$ cat config.mk
export PLATFORM = sky130hd
export DESIGN_NAME = pwr_init_seq
export DESIGN_NICKNAME = d
export VERILOG_FILES = /design/src/rtl/pwr_init_pkg.sv /design/src/rtl/init_step_timer.sv /design/src/rtl/init_reg_index.sv /design/src/rtl/init_we_decode.sv /design/src/rtl/pwr_init_seq.sv
export SDC_FILE = /design/constraint.sdc
export NUM_CORES = 1
export LEC_CHECK = 0
export BUFFER_PORTS_ARGS = -buffer_cell sky130_fd_sc_hd__buf_2
export CORE_MARGIN = 2
export CORE_UTILIZATION = 42
export CTS_BUF_LIST = sky130_fd_sc_hd__clkbuf_16
export DETAILED_ROUTE_END_ITERATION = 10
export PLACE_DENSITY = 0.78
export SYNTH_ARGS = -nofsm -noshare
export SYNTH_HDL_FRONTEND = slang
export SYNTH_HIERARCHICAL = 1
export SYNTH_SLANG_ARGS = --single-unit
$ cat constraint.sdc
create_clock -name clk -period 1.54 [get_ports clk]
set_input_delay 0.077 -clock clk [delete_from_list [all_inputs] [get_ports clk]]
set_output_delay 0.077 -clock clk [all_outputs]
set_load 0.05 [all_outputs]
$ cat src/rtl/pwr_init_pkg.sv
package pwr_init_pkg;

    typedef enum logic [1:0] {
        ST_CLEAR   = 2'd0,
        ST_LOAD    = 2'd1,
        ST_RELEASE = 2'd2,
        ST_HOLD    = 2'd3
    } init_state_e;

endpackage

$ cat src/rtl/init_step_timer.sv
module init_step_timer #(
    parameter int STEP_CYCLES = 8
) (
    input  logic clk,
    input  logic rst_n,
    input  logic run,
    output logic step_end
);
    localparam int CW = (STEP_CYCLES > 1) ? $clog2(STEP_CYCLES) : 1;
    localparam logic [CW-1:0] LAST = CW'(STEP_CYCLES - 1);

    logic [CW-1:0] cnt;

    always_ff @(posedge clk or negedge rst_n) begin
        if (!rst_n) begin
            cnt <= '0;
        end else if (!run) begin
            cnt <= '0;
        end else if (cnt == LAST) begin
            cnt <= '0;
        end else begin
            cnt <= cnt + CW'(1);
        end
    end

    assign step_end = run && (cnt == LAST);

    // dwell counter never passes the step length
    p_cnt_bound_r3: assert property (@(posedge clk) disable iff (!rst_n)
        cnt <= LAST);

    // a finished step restarts the dwell from zero
    p_step_wrap_r3: assert property (@(posedge clk) disable iff (!rst_n)
        step_end |=> (cnt == '0));

endmodule

$ cat src/rtl/init_reg_index.sv
module init_reg_index #(
    parameter int NUM_REGS = 5,
    parameter int AW       = 3
) (
    input  logic          clk,
    input  logic          rst_n,
    input  logic          run,
    input  logic          advance,
    output logic [AW-1:0] idx,
    output logic          idx_last
);
    localparam logic [AW-1:0] LAST_IDX = AW'(NUM_REGS - 1);

    always_ff @(posedge clk or negedge rst_n) begin
        if (!rst_n) begin
            idx <= '0;
        end else if (!run) begin
            idx <= '0;
        end else if (advance && (idx != LAST_IDX)) begin
            idx <= idx + AW'(1);
        end
    end

    assign idx_last = (idx == LAST_IDX);

    // index stays inside the register set
    p_idx_range_r2: assert property (@(posedge clk) disable iff (!rst_n)
        idx <= LAST_IDX);

    // indices are visited in ascending order, one per step
    p_idx_order_r2: assert property (@(posedge clk) disable iff (!rst_n)
        (run && advance && !idx_last) |=> (idx == $past(idx) + AW'(1)));

endmodule

$ cat src/rtl/init_we_decode.sv
module init_we_decode #(
    parameter int NUM_REGS = 5,
    parameter int AW       = 3
) (
    input  logic                fire,
    input  logic [AW-1:0]       idx,
    output logic [NUM_REGS-1:0] we
);
    for (genvar g = 0; g < NUM_REGS; g++) begin : g_we
        assign we[g] = fire && (idx == AW'(g));
    end

endmodule

$ cat src/rtl/pwr_init_seq.sv
module pwr_init_seq
    import pwr_init_pkg::*;
#(
    parameter int NUM_CH      = 4,
    parameter int DATA_W      = 8,
    parameter int INIT_CYCLES = 40
) (
    input  logic                            clk,
    input  logic                            rst_n,
    output logic [$clog2(NUM_CH+1)-1:0]     rd_addr,
    input  logic [DATA_W-1:0]               rd_data,
    output logic [NUM_CH:0]                 wr_en,
    output logic [DATA_W-1:0]               wr_data,
    output logic                            clr_live,
    output logic                            force_mute,
    output logic                            if_enable,
    output logic                            init_done
);
    localparam int NUM_REGS    = NUM_CH + 1;
    localparam int AW          = $clog2(NUM_REGS);
    localparam int STEP_CYCLES = INIT_CYCLES / NUM_REGS;

    init_state_e state, state_nx;

    logic          run;
    logic          step_end;
    logic          fire;
    logic [AW-1:0] idx;
    logic          idx_last;

    assign run  = (state == ST_LOAD);
    assign fire = run && step_end;

    init_step_timer #(
        .STEP_CYCLES (STEP_CYCLES)
    ) u_timer (
        .clk      (clk),
        .rst_n    (rst_n),
        .run      (run),
        .step_end (step_end)
    );

    init_reg_index #(
        .NUM_REGS (NUM_REGS),
        .AW       (AW)
    ) u_index (
        .clk      (clk),
        .rst_n    (rst_n),
        .run      (run),
        .advance  (step_end),
        .idx      (idx),
        .idx_last (idx_last)
    );

    init_we_decode #(
        .NUM_REGS (NUM_REGS),
        .AW       (AW)
    ) u_decode (
        .fire (fire),
        .idx  (idx),
        .we   (wr_en)
    );

    // state register
    always_ff @(posedge clk or negedge rst_n) begin
        if (!rst_n) begin
            state <= ST_CLEAR;
        end else begin
            state <= state_nx;
        end
    end

    // next state
    always_comb begin
        state_nx = state;
        unique case (state)
            ST_CLEAR:   state_nx = ST_LOAD;
            ST_LOAD:    if (step_end && idx_last) state_nx = ST_RELEASE;
            ST_RELEASE: state_nx = ST_HOLD;
            ST_HOLD:    state_nx = ST_HOLD;
            default:    state_nx = ST_CLEAR;
        endcase
    end

    // outputs
    always_comb begin
        clr_live   = 1'b0;
        force_mute = 1'b1;
        if_enable  = 1'b0;
        init_done  = 1'b0;
        unique case (state)
            ST_CLEAR: begin
                clr_live = 1'b1;
            end
            ST_LOAD: begin
                force_mute = 1'b1;
            end
            ST_RELEASE: begin
                force_mute = 1'b0;
                if_enable  = 1'b1;
                init_done  = 1'b1;
            end
            ST_HOLD: begin
                force_mute = 1'b0;
                if_enable  = 1'b1;
            end
            default: begin
                clr_live = 1'b1;
            end
        endcase
    end

    assign rd_addr = idx;
    assign wr_data = rd_data;

    // clear phase never writes and keeps outputs muted and interface shut
    p_clear_quiet_r1: assert property (@(posedge clk) disable iff (!rst_n)
        clr_live |-> ((wr_en == '0) && force_mute && !if_enable));

    // at most one live register written per cycle
    p_we_onehot_r2: assert property (@(posedge clk) disable iff (!rst_n)
        $onehot0(wr_en));

    // mute/shutdown write is the final one, release follows at once
    p_ms_last_r2: assert property (@(posedge clk) disable iff (!rst_n)
        wr_en[NUM_CH] |=> (if_enable && init_done));

    // write enable matches the address being read
    p_addr_match_r4: assert property (@(posedge clk) disable iff (!rst_n)
        (wr_en != '0) |-> (wr_en == (NUM_REGS'(1) << rd_addr)));

    // interface opens only right after the mute/shutdown write
    p_release_after_ms_r5: assert property (@(posedge clk) disable iff (!rst_n)
        $rose(if_enable) |-> $past(wr_en[NUM_CH]));

    // outputs stay muted while the interface is locked
    p_mute_while_locked_r5: assert property (@(posedge clk) disable iff (!rst_n)
        !if_enable |-> force_mute);

    // done is a single-cycle strobe aligned with the enable rise
    p_done_single_r6: assert property (@(posedge clk) disable iff (!rst_n)
        init_done |=> !init_done);

    p_done_with_enable_r6: assert property (@(posedge clk) disable iff (!rst_n)
        init_done |-> $rose(if_enable));

    // release is permanent and write-free until reset
    p_enable_sticky_r7: assert property (@(posedge clk) disable iff (!rst_n)
        if_enable |=> (if_enable && !force_mute));

    p_no_write_after_r7: assert property (@(posedge clk) disable iff (!rst_n)
        if_enable |-> (wr_en == '0));

endmodule

Word level (Yosys, flattened, before mapping)
Cells that the tools add are included.

storage, ports and cells
  bits in registers = 8
  input port bits = 10
  output and inout port bits = 20
  logic and storage cells = 38

operators by class
  add/subtract/negate cells = 2
  equality and inequality tests = 11
  multiplexer cells = 10
  reduce and logical (&&, ||, !) cells = 12

operators by type and width
  cell                   number
  $mux W3                4
  $logic_and A1 B1 Y1    9
  $add A3 B1 Y3 const B  2
  $eq A3 B2 Y1 const B   2
  $eq A3 B3 Y1 const B   2
  $pmux W2 S3            1
  $eq A2 B2 Y1 const B   2
  $mux W1                4
  $ne A2 B1 Y1 const B   2
  $eq A3 B1 Y1 const B   1
  $logic_not A3 Y1       1
  $ne A3 B3 Y1 const B   1
  $eq A2 B1 Y1 const B   1
  $logic_not A2 Y1       1
  $mux W2                1
  $reduce_or A2 Y1       1

Longest topological paths before layout
  depth after elaboration = 5
  depth in mapped cells = 5
  depth with buffers taken out = 5

Cells and area by module
The synthesis kept the hierarchy.

by module, submodules not included
  module           instances  cells an instance  area an instance (µm²)  sequential area each (µm²)
  init_reg_index   1          18                 190.2                   75.1
  pwr_init_seq     1          18                 160.2                   50.0
  init_step_timer  1          9                  135.1                   75.1
  init_we_decode   1          5                  63.8                    0.0

Worst setup path after synthesis
No wires, ideal clock.

  path kind = reg-to-output
  from = register state[1]
  to = output port wr_en[0]
  arrival time = 2.059 ns
  data required time = 1.463 ns
  slack = -0.596 ns
  cell stages (with the launch flop) = 5
  path buffers = 0
  cell sequence = dfrtp_1 > nor2b_1 > and2_2 > and3b_1 > nor4b_2

on the way
  longest elaborated chain between the ends = 4

RTL lines
  what                    line                   RTL
  start, declared         pwr_init_seq.sv:23     init_state_e state, state_nx;
  start signal, assigned  pwr_init_seq.sv:69     state <= state_nx;
  $eq A2 B1 Y1            pwr_init_seq.sv:31     assign run = (state == ST_LOAD);
  via run                 pwr_init_seq.sv:25     logic run;
  $logic_and A1 B1 Y1     init_step_timer.sv:26  assign step_end = run && (cnt == LAST);
  via step_end            pwr_init_seq.sv:26     logic step_end;
  $logic_and A1 B1 Y1     pwr_init_seq.sv:32     assign fire = run && step_end;
  via fire                pwr_init_seq.sv:27     logic fire;
  $logic_and A1 B1 Y1     init_we_decode.sv:10   assign we[g] = fire && (idx == AW'(g));
  end, declared           pwr_init_seq.sv:12     output logic [NUM_CH:0] wr_en,

The timed path passes the listed nets, and every way through them passes these cells.

Worst setup path after layout
  from = register u_timer.cnt[0]
  to = output port wr_en[1]

on the way
  longest elaborated chain between the ends = 4

RTL lines
  what                    line                   RTL
  start, declared         init_step_timer.sv:12  logic [CW-1:0] cnt;
  start signal, assigned  init_step_timer.sv:22  cnt <= cnt + CW'(1);
  $eq A3 B3 Y1            init_step_timer.sv:26
  $logic_and A1 B1 Y1     init_step_timer.sv:26
  via step_end            pwr_init_seq.sv:26
  $logic_and A1 B1 Y1     pwr_init_seq.sv:32
  via fire                pwr_init_seq.sv:27
  $logic_and A1 B1 Y1     init_we_decode.sv:10

The timed path passes the listed nets, and every way through them passes these cells.

==> flow_summary.ini <==
[floorplanning]
die-area_sq_um = 1610
core_sq_um = 1250
rows = 13
initial_core_util_pct = 43.9
die_width_um = 40.2
dieHeight_um = 40.2
pin_count = 30

[place]
dpl.cell_count = 75
dp_hpwl_um = 765
numPortBuffers = 13
placed_area_sq_um = 647
routabilityCongestion = 0.667

[detailed_routing]
wirelength_um = 1120
drt_iter0_drc = 2
vias_per_cell = 5.18
vias = 414
ant_nets = 0
drc_errors = 0
wl_per_cell_um = 13.9
drt_pass1_iterations = 2

[pwr]
power.switching_mw = 0.106
cellInternalPower_mw = 0.549
sw_frac_of_total_pct = 16.2
p_total_mw = 0.655
seqPwrFrac_pct = 32.3
power_frac_comb_pct = 1.0
power_density_nw_per_um2 = 848
ir_drop_mv = 0.741
pwr-share-clk_pct = 66.7
cellLeakagePower_nw = 0.380

[cts]
worst_setup_hold_path_clk_slew_ns = 0.03
cts.sinks = 8
cts_inserted_buffers = 3
cts_tree = done
clock_insertion_delay_worst_skew_ns = 0.23
htreeDepth = 1
clockRootBuffer = clkbuf_16
clock_path_buffers = 2

[sta]
finalHoldViolations = 0
finalSetupViolations = 5
timing.final.crit_share_pct = 115
tightest_slew_ns = 0.340
period_needed_ns = 1.76
slew_headroom_pct = 77.3
clock.fmax_ghz = 0.567
fin_skew_ns = 0.00424
worst_hold_slack_ns = 0.154
rsz0062_at_grt = true
worst_slack_ns = -0.225
slew_viol_final = 0

[worst_setup_path]
path_cells = ha_2 > ha_4 > and2_4 > and3b_2 > and4bb_2 > buf_6
slowest_stage = dfrtp_1
timing.rr.end = u_index/idx[2]$_DFFE_PN0P_
arrival_ns = 1.69
cp.depth = 6
critPathTopFamily = simple AND/OR/NAND/NOR gates
worstSetupPathType = reg2out
cp_max_fo = 5
critPathMaxStageDelay_ns = 0.38
worst-path-buf-inv = 1
reg2reg_setup_slack_ns = 0.08
start_kind = flop
r2r-start = u_timer/cnt[0]$_DFF_PN0_
cp.required_ns = 1.46
cp-end-kind = primary output
ff2ff_path_depth = 6

[global_route]
grt_first_pass_wirelength_um = 1700
grtUsageTotal_pct = 17.7
grt_overflow = 0
grt_max_degree = 11
grt_antenna_before_repair = 0
grt_pass1_vias = 387

[cells_and_area]
drive_gt1_share_pct = 55.4
fin_area_sq_um = 772
fill_cells = 116
ff_latch_area_sq_um = 200
n_antenna_cell = 0
stdcell_count = 80
nNetsFinal = 81
syn_to_final_growth_pct = 40.5
final_util_pct = 61.6
multi_input_area_sq_um = 308

[run_status]
outcome = complete, but fails checks
violations = setup timing

[logic_synthesis]
yosys.cell_types.count = 22
synth_seq_cells = 8
syn-num-nets = 64
synthTopCellsByArea = dfrtp_1 (36%), buf_4 (11%), ha_1 (9.1%), and4bb_2 (6.8%), nor3b_2 (4.6%)
yosysWarnings = 6
postSynthAreaPerCell_sq_um = 11.0
syn-cell-area_sq_um = 549
yosys.area.top_type = dfrtp_1
synth_top_area_share_pct = 36.4
synthCells = 50
yosysSeqAreaShare_pct = 36.4

[worst_hold_path]
hold_end = wr_data[6]
hold_path_class = in2out
hold_start = rd_data[6]
hold_depth = 0

[flow_run]
timing.max_cap.violations = 0
[power by group through the flow]
stage | Clock (mW) | Combinational, mW | Sequential [mW]
after CTS | 0.444 | 0.00727 | 0.211
after global routing | 0.452 | 0.00798 | 0.211
after detailed placement | 0 | 0.00538 | 0.214
after floorplan | 0 | 0.0560 | 0.214
final | 0.437 | 0.00675 | 0.211
after global placement | 0 | 0.00510 | 0.214
[cell usage after synthesis]
library cell,count
mux2i_1,2
a31o_1,1
clkbuf_1,1
a21boi_2,1
and2_2,1
buf_4,8
dfrtp_1,8
nand4b_1,1
ha_1,4
nor2_1,1
nor4b_2,1
inv_1,3
nand2_1,3
nor2b_1,2
and4bb_2,3
and4b_1,1
nor3b_2,2
and2_1,2
and4b_2,1
a21oi_1,1
and3b_1,2
nand2b_1,1
[metrics by stage]
stage               setup TNS (ns)  setup slack (ns)
global placement                 0            0.0218
floorplan                   -0.146            -0.138
detailed placement          -0.186           -0.0487
global route                 -1.34            -0.274
finish                       -1.07            -0.225
CTS                          -1.06            -0.216
[kinds of logic (layout without fill, tap and decap cells)]
family                     count (synthesis)  after routing  synth area share, %
DFF                                        8              8                 36.4
muxes                                      2              2                 3.64
adders and majority gates                  4              4                 9.11
buffers and inverters                     12             27                 13.7
AOI/OAI and AO/OA                          3              3                 4.56
and+or+nand+nor                           21             21                 32.6
[layout by cell type, fill, tap and decap left out, types with 2 or more instances in the layout]
cell       synthesis  final
nand2_1            3      3
clkbuf_16          0      3
buf_4              8      7
dfrtp_1            8      8
and4bb_2           3      3
and2_1             2      2
mux2i_1            2      2
buf_2              0      8
buf_6              0      5
nor3b_2            2      2
inv_1              3      3
ha_1               4      2
[routing by layer]
layer  track usage (%)  share of wire, %  vias to the layer above
met5                 0                 0                        -
met4              11.2              0.72                        0
met3              9.44               7.4                        2
met2              29.4                52                       14
met1              16.8                40                      198
li1                  -                 -                      200
[worst max-delay path by stage]
stage | startpoint | end | slack (ns)
2_1_floorplan | u_timer/cnt[0]$_DFF_PN0_ | wr_en[0] | -0.14
3_3_place_gp | u_timer/cnt[0]$_DFF_PN0_ | wr_en[0] | 0.02
3_5_place_dp | u_timer/cnt[0]$_DFF_PN0_ | wr_en[0] | -0.05
4_1_cts | u_timer/cnt[0]$_DFF_PN0_ | wr_en[0] | -0.22
5_1_grt | u_timer/cnt[0]$_DFF_PN0_ | wr_en[4] | -0.27
6_report | u_timer/cnt[0]$_DFF_PN0_ | wr_en[1] | -0.22
[state kept, by name (all words and copies together) (netlist names)]
register	flops
state	2
u_index/idx	3
u_timer/cnt	3
[layout make-up]
type	instances	share of cell area, %
repair buffers	21	20.6
multi-input cells	30	39.9
inverters	3	1.46
well taps	15	2.43
flip-flops and latches	8	25.9
clock buffers	3	9.72
[timing repair]
item                                    in CTS  in global routing
endpoints found under the setup margin       5                  5
hold endpoints to repair                     8                  0
setup buffers                                0                  1
hold buffers                                 1                  0
resized for setup                           10                  1
No activity file was read; power rests on OpenSTA's default activity.
